**src/rtl/wfl_pkg.sv**
```systemverilog
package wfl_pkg;
   typedef enum logic [1:0] {
      SQ_IDLE = 2'd0,
      SQ_CMD  = 2'd1,
      SQ_ADDR = 2'd2
   } seq_state_t;
endpackage

```
**src/rtl/wfl_seq.sv**
```systemverilog
module wfl_seq
   import wfl_pkg::*;
#(
   parameter int DW       = 8,
   parameter int AW       = 6,
   parameter int DEPTH    = 42,
   parameter int CMD_CODE = 8'h13
) (
   input  logic          clk,
   input  logic          rst_n,
   input  logic          vld,
   input  logic [DW-1:0] din,
   input  logic          abort,
   output logic          wr_en,
   output logic [AW-1:0] wr_addr,
   output logic [DW-1:0] wr_data,
   output logic          err
);
   localparam logic [DW-1:0] CMD_BYTE  = DW'(CMD_CODE);
   localparam logic [DW-1:0] LAST_LOC  = DW'(DEPTH - 1);

   generate
      if (DEPTH < 1 || DEPTH > (1 << AW)) begin : g_bad_depth
         $error("wfl_seq: DEPTH does not fit AW");
      end
      if (AW > DW) begin : g_bad_aw
         $error("wfl_seq: AW wider than byte");
      end
   endgenerate

   seq_state_t    state_q, state_d;
   logic [AW-1:0] addr_q;
   logic          bad_q;
   logic          err_q;
   logic          loc_bad;

   assign loc_bad = (din > LAST_LOC);

   always_comb begin
      state_d = state_q;
      if (abort) begin
         state_d = SQ_IDLE;
      end else if (vld) begin
         unique case (state_q)
            SQ_IDLE: if (din == CMD_BYTE) state_d = SQ_CMD;
            SQ_CMD:  state_d = SQ_ADDR;
            SQ_ADDR: state_d = SQ_IDLE;
            default: state_d = SQ_IDLE;
         endcase
      end
   end

   always_ff @(posedge clk) begin
      if (!rst_n) begin
         state_q <= SQ_IDLE;
         addr_q  <= '0;
         bad_q   <= 1'b0;
         err_q   <= 1'b0;
      end else begin
         state_q <= state_d;
         if (!abort && vld && state_q == SQ_CMD) begin
            addr_q <= din[AW-1:0];
            bad_q  <= loc_bad;
            if (loc_bad) err_q <= 1'b1;
         end
      end
   end

   assign wr_en   = (state_q == SQ_ADDR) && vld && !abort && !bad_q;
   assign wr_addr = addr_q;
   assign wr_data = din;
   assign err     = err_q;

   // legal state encoding only
   a_r1_state_legal: assert property (@(posedge clk) disable iff (!rst_n)
      state_q inside {SQ_IDLE, SQ_CMD, SQ_ADDR});
   // abort always lands in idle
   a_r7_abort_idle: assert property (@(posedge clk) disable iff (!rst_n)
      abort |=> state_q == SQ_IDLE);
   // error flag is sticky
   a_r6_err_sticky: assert property (@(posedge clk) disable iff (!rst_n)
      err_q |=> err_q);
   // no strobe, no movement
   a_r8_hold: assert property (@(posedge clk) disable iff (!rst_n)
      (!vld && !abort) |=> $stable(state_q));
   // stray byte in idle keeps idle
   a_r2_stray: assert property (@(posedge clk) disable iff (!rst_n)
      (state_q == SQ_IDLE && vld && !abort && din != CMD_BYTE) |=> state_q == SQ_IDLE);
   // writes only target storage
   a_r5_range: assert property (@(posedge clk) disable iff (!rst_n)
      wr_en |-> (int'(wr_addr) < DEPTH));
endmodule

```
**src/rtl/wfl_ram.sv**
```systemverilog
module wfl_ram #(
   parameter int DW     = 8,
   parameter int AW     = 6,
   parameter int DEPTH  = 42,
   parameter bit REG_RD = 1'b0
) (
   input  logic          clk,
   input  logic          rst_n,
   input  logic          we,
   input  logic [AW-1:0] wa,
   input  logic [DW-1:0] wd,
   input  logic [AW-1:0] ra,
   output logic [DW-1:0] rd
);
   localparam int ROWS = 1 << AW;

   generate
      if (DEPTH > ROWS) begin : g_bad_depth
         $error("wfl_ram: DEPTH exceeds address space");
      end
   endgenerate

   logic [DW-1:0] mem [DEPTH];
   logic [DW-1:0] rd_raw;

   always_ff @(posedge clk) begin
      if (!rst_n) begin
         for (int i = 0; i < DEPTH; i++) mem[i] <= '0;
      end else if (we && int'(wa) < DEPTH) begin
         mem[wa] <= wd;
      end
   end

   always_comb begin
      rd_raw = '0;
      for (int i = 0; i < DEPTH; i++) begin
         if (int'(ra) == i) rd_raw = mem[i];
      end
   end

   generate
      if (REG_RD) begin : g_rd_reg
         logic [DW-1:0] rd_q;
         always_ff @(posedge clk) begin
            if (!rst_n) rd_q <= '0;
            else        rd_q <= rd_raw;
         end
         assign rd = rd_q;
      end else begin : g_rd_comb
         assign rd = rd_raw;
      end
   endgenerate

   // written value is held in the addressed row
   a_r3_write_lands: assert property (@(posedge clk) disable iff (!rst_n)
      (we && int'(wa) < DEPTH) |=> mem[$past(wa)] == $past(wd));
endmodule

```
**src/rtl/wfl_loader.sv**
```systemverilog
module wfl_loader #(
   parameter int DW       = 8,
   parameter int AW       = 6,
   parameter int DEPTH    = 42,
   parameter int CMD_CODE = 8'h13,
   parameter bit REG_RD   = 1'b0
) (
   input  logic          clk,
   input  logic          rst_n,
   input  logic          byte_vld,
   input  logic [DW-1:0] byte_in,
   input  logic          abort_i,
   input  logic [AW-1:0] rd_addr,
   output logic [DW-1:0] rd_data,
   output logic          err_o
);
   logic          wr_en;
   logic [AW-1:0] wr_addr;
   logic [DW-1:0] wr_data;

   wfl_seq #(.DW(DW), .AW(AW), .DEPTH(DEPTH), .CMD_CODE(CMD_CODE)) u_seq (
      .clk     (clk),
      .rst_n   (rst_n),
      .vld     (byte_vld),
      .din     (byte_in),
      .abort   (abort_i),
      .wr_en   (wr_en),
      .wr_addr (wr_addr),
      .wr_data (wr_data),
      .err     (err_o)
   );

   wfl_ram #(.DW(DW), .AW(AW), .DEPTH(DEPTH), .REG_RD(REG_RD)) u_ram (
      .clk   (clk),
      .rst_n (rst_n),
      .we    (wr_en),
      .wa    (wr_addr),
      .wd    (wr_data),
      .ra    (rd_addr),
      .rd    (rd_data)
   );
endmodule

```
**config.mk**
```make
export PLATFORM = sky130hd
export DESIGN_NAME = wfl_loader
export DESIGN_NICKNAME = d
export VERILOG_FILES = /design/src/rtl/wfl_pkg.sv /design/src/rtl/wfl_seq.sv /design/src/rtl/wfl_ram.sv /design/src/rtl/wfl_loader.sv
export SDC_FILE = /design/constraint.sdc
export NUM_CORES = 1
export LEC_CHECK = 0
export CORE_ASPECT_RATIO = 2
export CORE_MARGIN = 2
export CORE_UTILIZATION = 35
export DETAILED_ROUTE_END_ITERATION = 16
export DONT_BUFFER_PORTS = 1
export SYNTH_ARGS = -nofsm -noshare
export SYNTH_HDL_FRONTEND = slang
export SYNTH_SLANG_ARGS = --single-unit
```
**constraint.sdc**
```tcl
create_clock -name clk -period 2.5 [get_ports clk]
set_input_delay 0.5 -clock clk [delete_from_list [all_inputs] [get_ports clk]]
set_output_delay 0.5 -clock clk [all_outputs]
set_load 0.03 [all_outputs]
```
After elaboration in Yosys (flattened, before gate mapping)
Memory sizes are Yosys's and may differ from the RTL's.
Index checks and enable logic that the tools add are counted.
Operators by class
  multiplexer cells: 51
  equal/unequal tests: 45
  reductions and logical operators: 14
  bitwise gates (word level): 1
  magnitude comparators: 2
Operators with widths (count)
  8-bit two-way mux: 43
  6-bit equality test (second input constant): 26
  6-bit by 5-bit equality test with 1-bit output (second input constant): 8
  6-bit by 4-bit equality test with 1-bit output (second input constant): 4
  6-bit by 3-bit equality test with 1-bit output (second input constant): 2
  8-bit by 5-bit equality test with 1-bit output (second input constant): 1
  8-bit by 6-bit > comparator with 1-bit output (second input constant): 1
  8-bit OR reduction: 1
  6-bit by 2-bit equality test with 1-bit output (second input constant): 1
  1-bit logical AND: 6
  6-bit zero test: 1
  6-bit < comparator (second input constant): 1
  6-bit two-way mux: 1
  1-bit two-way mux: 5
  2-bit case mux with 2 select lines: 1
  2-bit AND reduction: 2
  2-bit by 1-bit equality test with 1-bit output (second input constant): 1
  2-bit equality test (second input constant): 1
  1-bit zero test: 2
  2-bit zero test: 1
  2-bit two-way mux: 1
  2-bit by 1-bit inequality test with 1-bit output (second input constant): 1
  2-bit OR reduction: 1
  1-bit inverter: 1
Word-level totals
  memories: 1
  logic and storage cells: 118
  memory bits (writable): 336
  input port bits: 18
  flip-flop bits (word level): 10
Memory list
  u_ram.mem: depth 42, bits a word 8, read ports 42, clocked after memory_dff 0, write ports 42, line wfl_ram.sv:23  | logic [DW-1:0] mem [DEPTH];

Longest topological paths before layout
  word-level depth: 43
  mapped depth: 10
  gate-level depth less buffers: 6

Cells and area by module
Synthesis repeated with hierarchy kept, for this count alone.
Unflattened totals
  cells, all modules: 1523
  area, all modules: 17636.9 um2
By module, submodules not included
  wfl_ram: area each 17131.4 um2, cells each 1473, times used 1, sequential area each 10089.7 um2
  wfl_seq: area each 505.5 um2, cells each 50, times used 1, sequential area each 200.2 um2

Least setup slack after synthesis
OpenSTA, ideal clock, no wires.
  path kind: input to output
  start: input port rd_addr[5]
  end: output port rd_data[1]
  stages: 8
  data arrival time: 2.823 ns
  slack: -0.823 ns
  cells stage by stage: buf_2 > buf_2 > nor4_2 > and2_1 > o32ai_1 > a22oi_1 > o211ai_1 > o41ai_1
On the way
  word-level cells in the longest chain between the ends: 43
  elaborated cells between the ends (all ways): 84
Ends and longest elaborated chain
  from (decl): line wfl_loader.sv:13  | input logic [AW-1:0] rd_addr,
  6-bit zero test: line wfl_ram.sv:37  | if (int'(ra) == i) rd_raw = mem[i];
  8-bit two-way mux (41 in series): line wfl_ram.sv:37
  8-bit two-way mux (*): line wfl_ram.sv:37
  to (decl): line wfl_loader.sv:14  | output logic [DW-1:0] rd_data,
Every way passes the cells marked *; elsewhere a longest branch is shown, timed or not.

==> metrics.md <==
| Metric | Value |
|---|---|
| Unrepaired setup endpoints after global routing | `true` |
| Final core occ | `0.4256` |
| Clock Root Buffer | `clkbuf_16` |
| TritonRoute pass-1 iters | `6` |
| Post-DRT Antenna Nets | `0` |
| Multi-input logic area | `7049 µm²` |
| Crit path capture type | `output pin` |
| Synthesized area | `17500 µm²` |
| Vias post-DR | `12550` |
| Tot Pwr | `12.38 mW` |
| # DRC | `0` |
| Fmax | `approximately 300 MHz` |
| Avg Inst Size Synth | `11.99 µm²` |
| H-tree Lvls | `1` |
| Initial Util | `0.3545` |
| Hpwl dp | `41810 µm` |
| Worst hold path class | `in2reg` |
| Die X | `162.1 µm` |
| Max Fanout on Critical Path | `1` |
| Vias per inst | `5.572` |
| Worst skew pair latency | `0.59 ns` |
| Grt ovf | `0` |
| Placed Cells incl. Taps | `2198` |
| CTS Sinks | `346` |
| Most frequent cells in the layout | `and2_1 (337), edfxtp_1 (336), buf_4 (204)` |
| VDD IR max | `0.4894 mV` |
| Post-layout nets | `1603` |
| Initial antenna violation count | `1` |
| Failing checks | `negative setup slack` |
| Kind of critical path | `reg2out` |
| Hold Fails Final Rpt | `0` |
| Die area | `51900 µm²` |
| Pwr/cell area | `589.5 nW/µm²` |
| Max-slew violations | `0` |
| Sequential area share after synthesis | `0.5881` |
| Vias in the first global route | `around 13000` |
| Clock share of power | `0.379` |
| Final Critical Period | `~3.3 ns` |
| Syn Nets | `1477` |
| Synth warn | `0` |
| First-pass GRT wire length | `86840 µm` |
| Worst setup SP type | `register` |
| Clock skew | `0.01232 ns` |
| M1 GR Usage | `0.2300` |
| CTS max path bufs | `3` |
| Average routed wire per standard cell | `26.65 µm` |
| LEAKAGE | `between 7 and 8 nW` |
| Clk slew on worst S/H paths | `roughly 0.07 ns` |
| CTS tree | `done` |
| Setup Fix Bufs, Post-CTS | `0` |
| GRT Max-Usage Layer | `met2` |
| Largest net degree at the start of global routing | `140` |
| Seq pwr share | `0.537` |
| Combinational power share | `0.084` |
| Total Wirelength | `60020 µm` |
| Die span in y | `320.2 µm` |
| Final critical-path setup slack | `-0.7957 ns` |
| Area grow syn2layout | `20.05%` |
| Internal power | `9.501 mW` |
| Core area | `49350 µm²` |
| Critical Path RT | `2.00 ns` |
| Share of cells above drive strength 1 | `0.2469` |
| Met3 usage | `0.02276` |
| Number of synthesized flops with an enable pin | `336` |
| Setup-failing EPs final | `8` |
| P_sw | `roughly 2.9 mW` |
| Register area | `roughly 10000 µm²` |
| Tcrit/Tclk final | `1.318` |
| Slew headroom | `0.5486` |
| Main synth FF type | `edfxtp_1` |
| Core Rows | `115` |
| Fraction of registers with async set/reset | `0` |
| Status | `finished with violations` |
| Slew @ Worst Pin | `0.6771 ns` |
| Register bit total from synthesis | `346` |
| Max-cap viol count | `0` |
| Total CTS buffers | `30` |
| # fillers | `4566` |
| Gr usage total | `0.2308` |
| Total negative slack | `-4.520 ns` |
| Number of DRC markers in iteration 0 | `1093` |
| GR Util met2 | `0.4344` |
| Arrival @ worst endpoint | `2.80 ns` |
| Cells after Synth | `1459` |
| Commonest non-fill, non-tap cell in the layout | `and2_1` |
| I/O Buffers | `0` |
| Io pins | `27` |
| Switching Share | `0.2327` |
| Placer Congestion | `roughly 0.94` |
| Fin cells | `2252` |
| Yosys cell types | `76` |
## cell usage after synthesis, types with 12 or more instances
master / n / area share
a221oi_1: 12 / 0.0060
mux2i_1: 42 / 0.024
mux2_2: 22 / 0.014
nor3_1: 19 / 0.0054
edfxtp_1: 336 / 0.58
o21ai_0: 95 / 0.027
buf_4: 16 / 0.0069
nor2b_1: 19 / 0.0068
nand2_1: 38 / 0.0082
a22oi_1: 13 / 0.0056
o22ai_1: 17 / 0.0061
buf_2: 31 / 0.0089
and2_1: 340 / 0.12
clkbuf_1: 79 / 0.017
a21oi_1: 67 / 0.019
nand3_1: 16 / 0.0046
nor2_1: 79 / 0.017
mux4_2: 17 / 0.022
## final cells by class
class / count / area share
Clock inverter: 22 / 0.008459
Clock buffer: 33 / 0.03729
Inverter: 8 / 0.001489
Sequential cell: 346 / 0.4899
Multi-Input combinational cell: 977 / 0.3356
Tap cell: 643 / 0.03830
Antenna cell: 1 / 0.0001191
Timing Repair Buffer: 222 / 0.08882
## state kept, by name, summed over array words and instances (netlist names)
register,cells
u_ram.mem,336
u_seq.bad_q,1
u_seq.wr_addr,6
u_seq.err,1
u_seq.state_q,2
## power by group through the flow
| stage | combinational [mW] | sequential [mW] | clock [mW] |
|---|---|---|---|
| finish | 1.04 | 6.65 | 4.69 |
| global route | 1.08 | 6.66 | 4.94 |
| CTS | 1.03 | 6.65 | 4.73 |
| detailed placement | 0.989 | 6.77 | 0 |
| global placement | 0.986 | 6.77 | 0 |
| floorplan | 0.678 | 6.71 | 0 |
## metal layers
metal / up-vias / routed length (µm)
met2: 491 / 32490
met5: - / 0
met4: 0 / 5252
li1: 5648 / -
met3: 170 / 2488
met1: 6240 / 19780
## kinds of logic (layout without fill, tap and decap cells)
family | after synthesis | count (layout) | synth area share
DFF | 346 | 346 | 0.5881
buffers and inverters | 136 | 285 | 0.03569
AOI/OAI and AO/OA | 321 | 321 | 0.1204
and+or+nand+nor | 575 | 575 | 0.1957
other | 0 | 1 | 0
muxes | 81 | 81 | 0.06007
## what timing repair did
item                                   CTS  global route
endpoints found under the hold margin    0             0
gates resized for setup                 54            11
setup endpoints to repair                8             8
hold buffers                             0             0
pin swaps                               39            12
## through the flow
step	area, µm²	setup WS [ns]	hold WS [ns]
after floorplan	17830	-0.2576	0.4638
after global placement	19750	-0.6124	0.4781
after detailed placement	19750	-0.6033	0.4918
after CTS	20940	-0.8605	0.02634
after global routing	21000	-0.8551	0.03471
final	21000	-0.7957	0.05197
## final timing paths
path	cells after the start	slack (ns)	end	startpoint
worst max-delay path	7	-0.80	rd_data[4]	u_ram.mem[0][4]
worst min-delay path	1	0.05	u_seq.bad_q	rst_n
worst max register to register	8	0.11	u_ram.mem[19][3]	u_seq.state_q[1]
worst min register to register	1	0.51	u_seq.bad_q	u_seq.bad_q
## critical path, cell delays in order, from the launching register on
cell and delay, ns:
edfxtp_1 0.39, mux4_2 0.48, a22oi_2 0.25, a21oi_2 0.09
or2_1 0.22, a211o_1 0.30, a211o_1 0.33, buf_12 0.16
No activity file was read; power rests on OpenSTA's default activity.
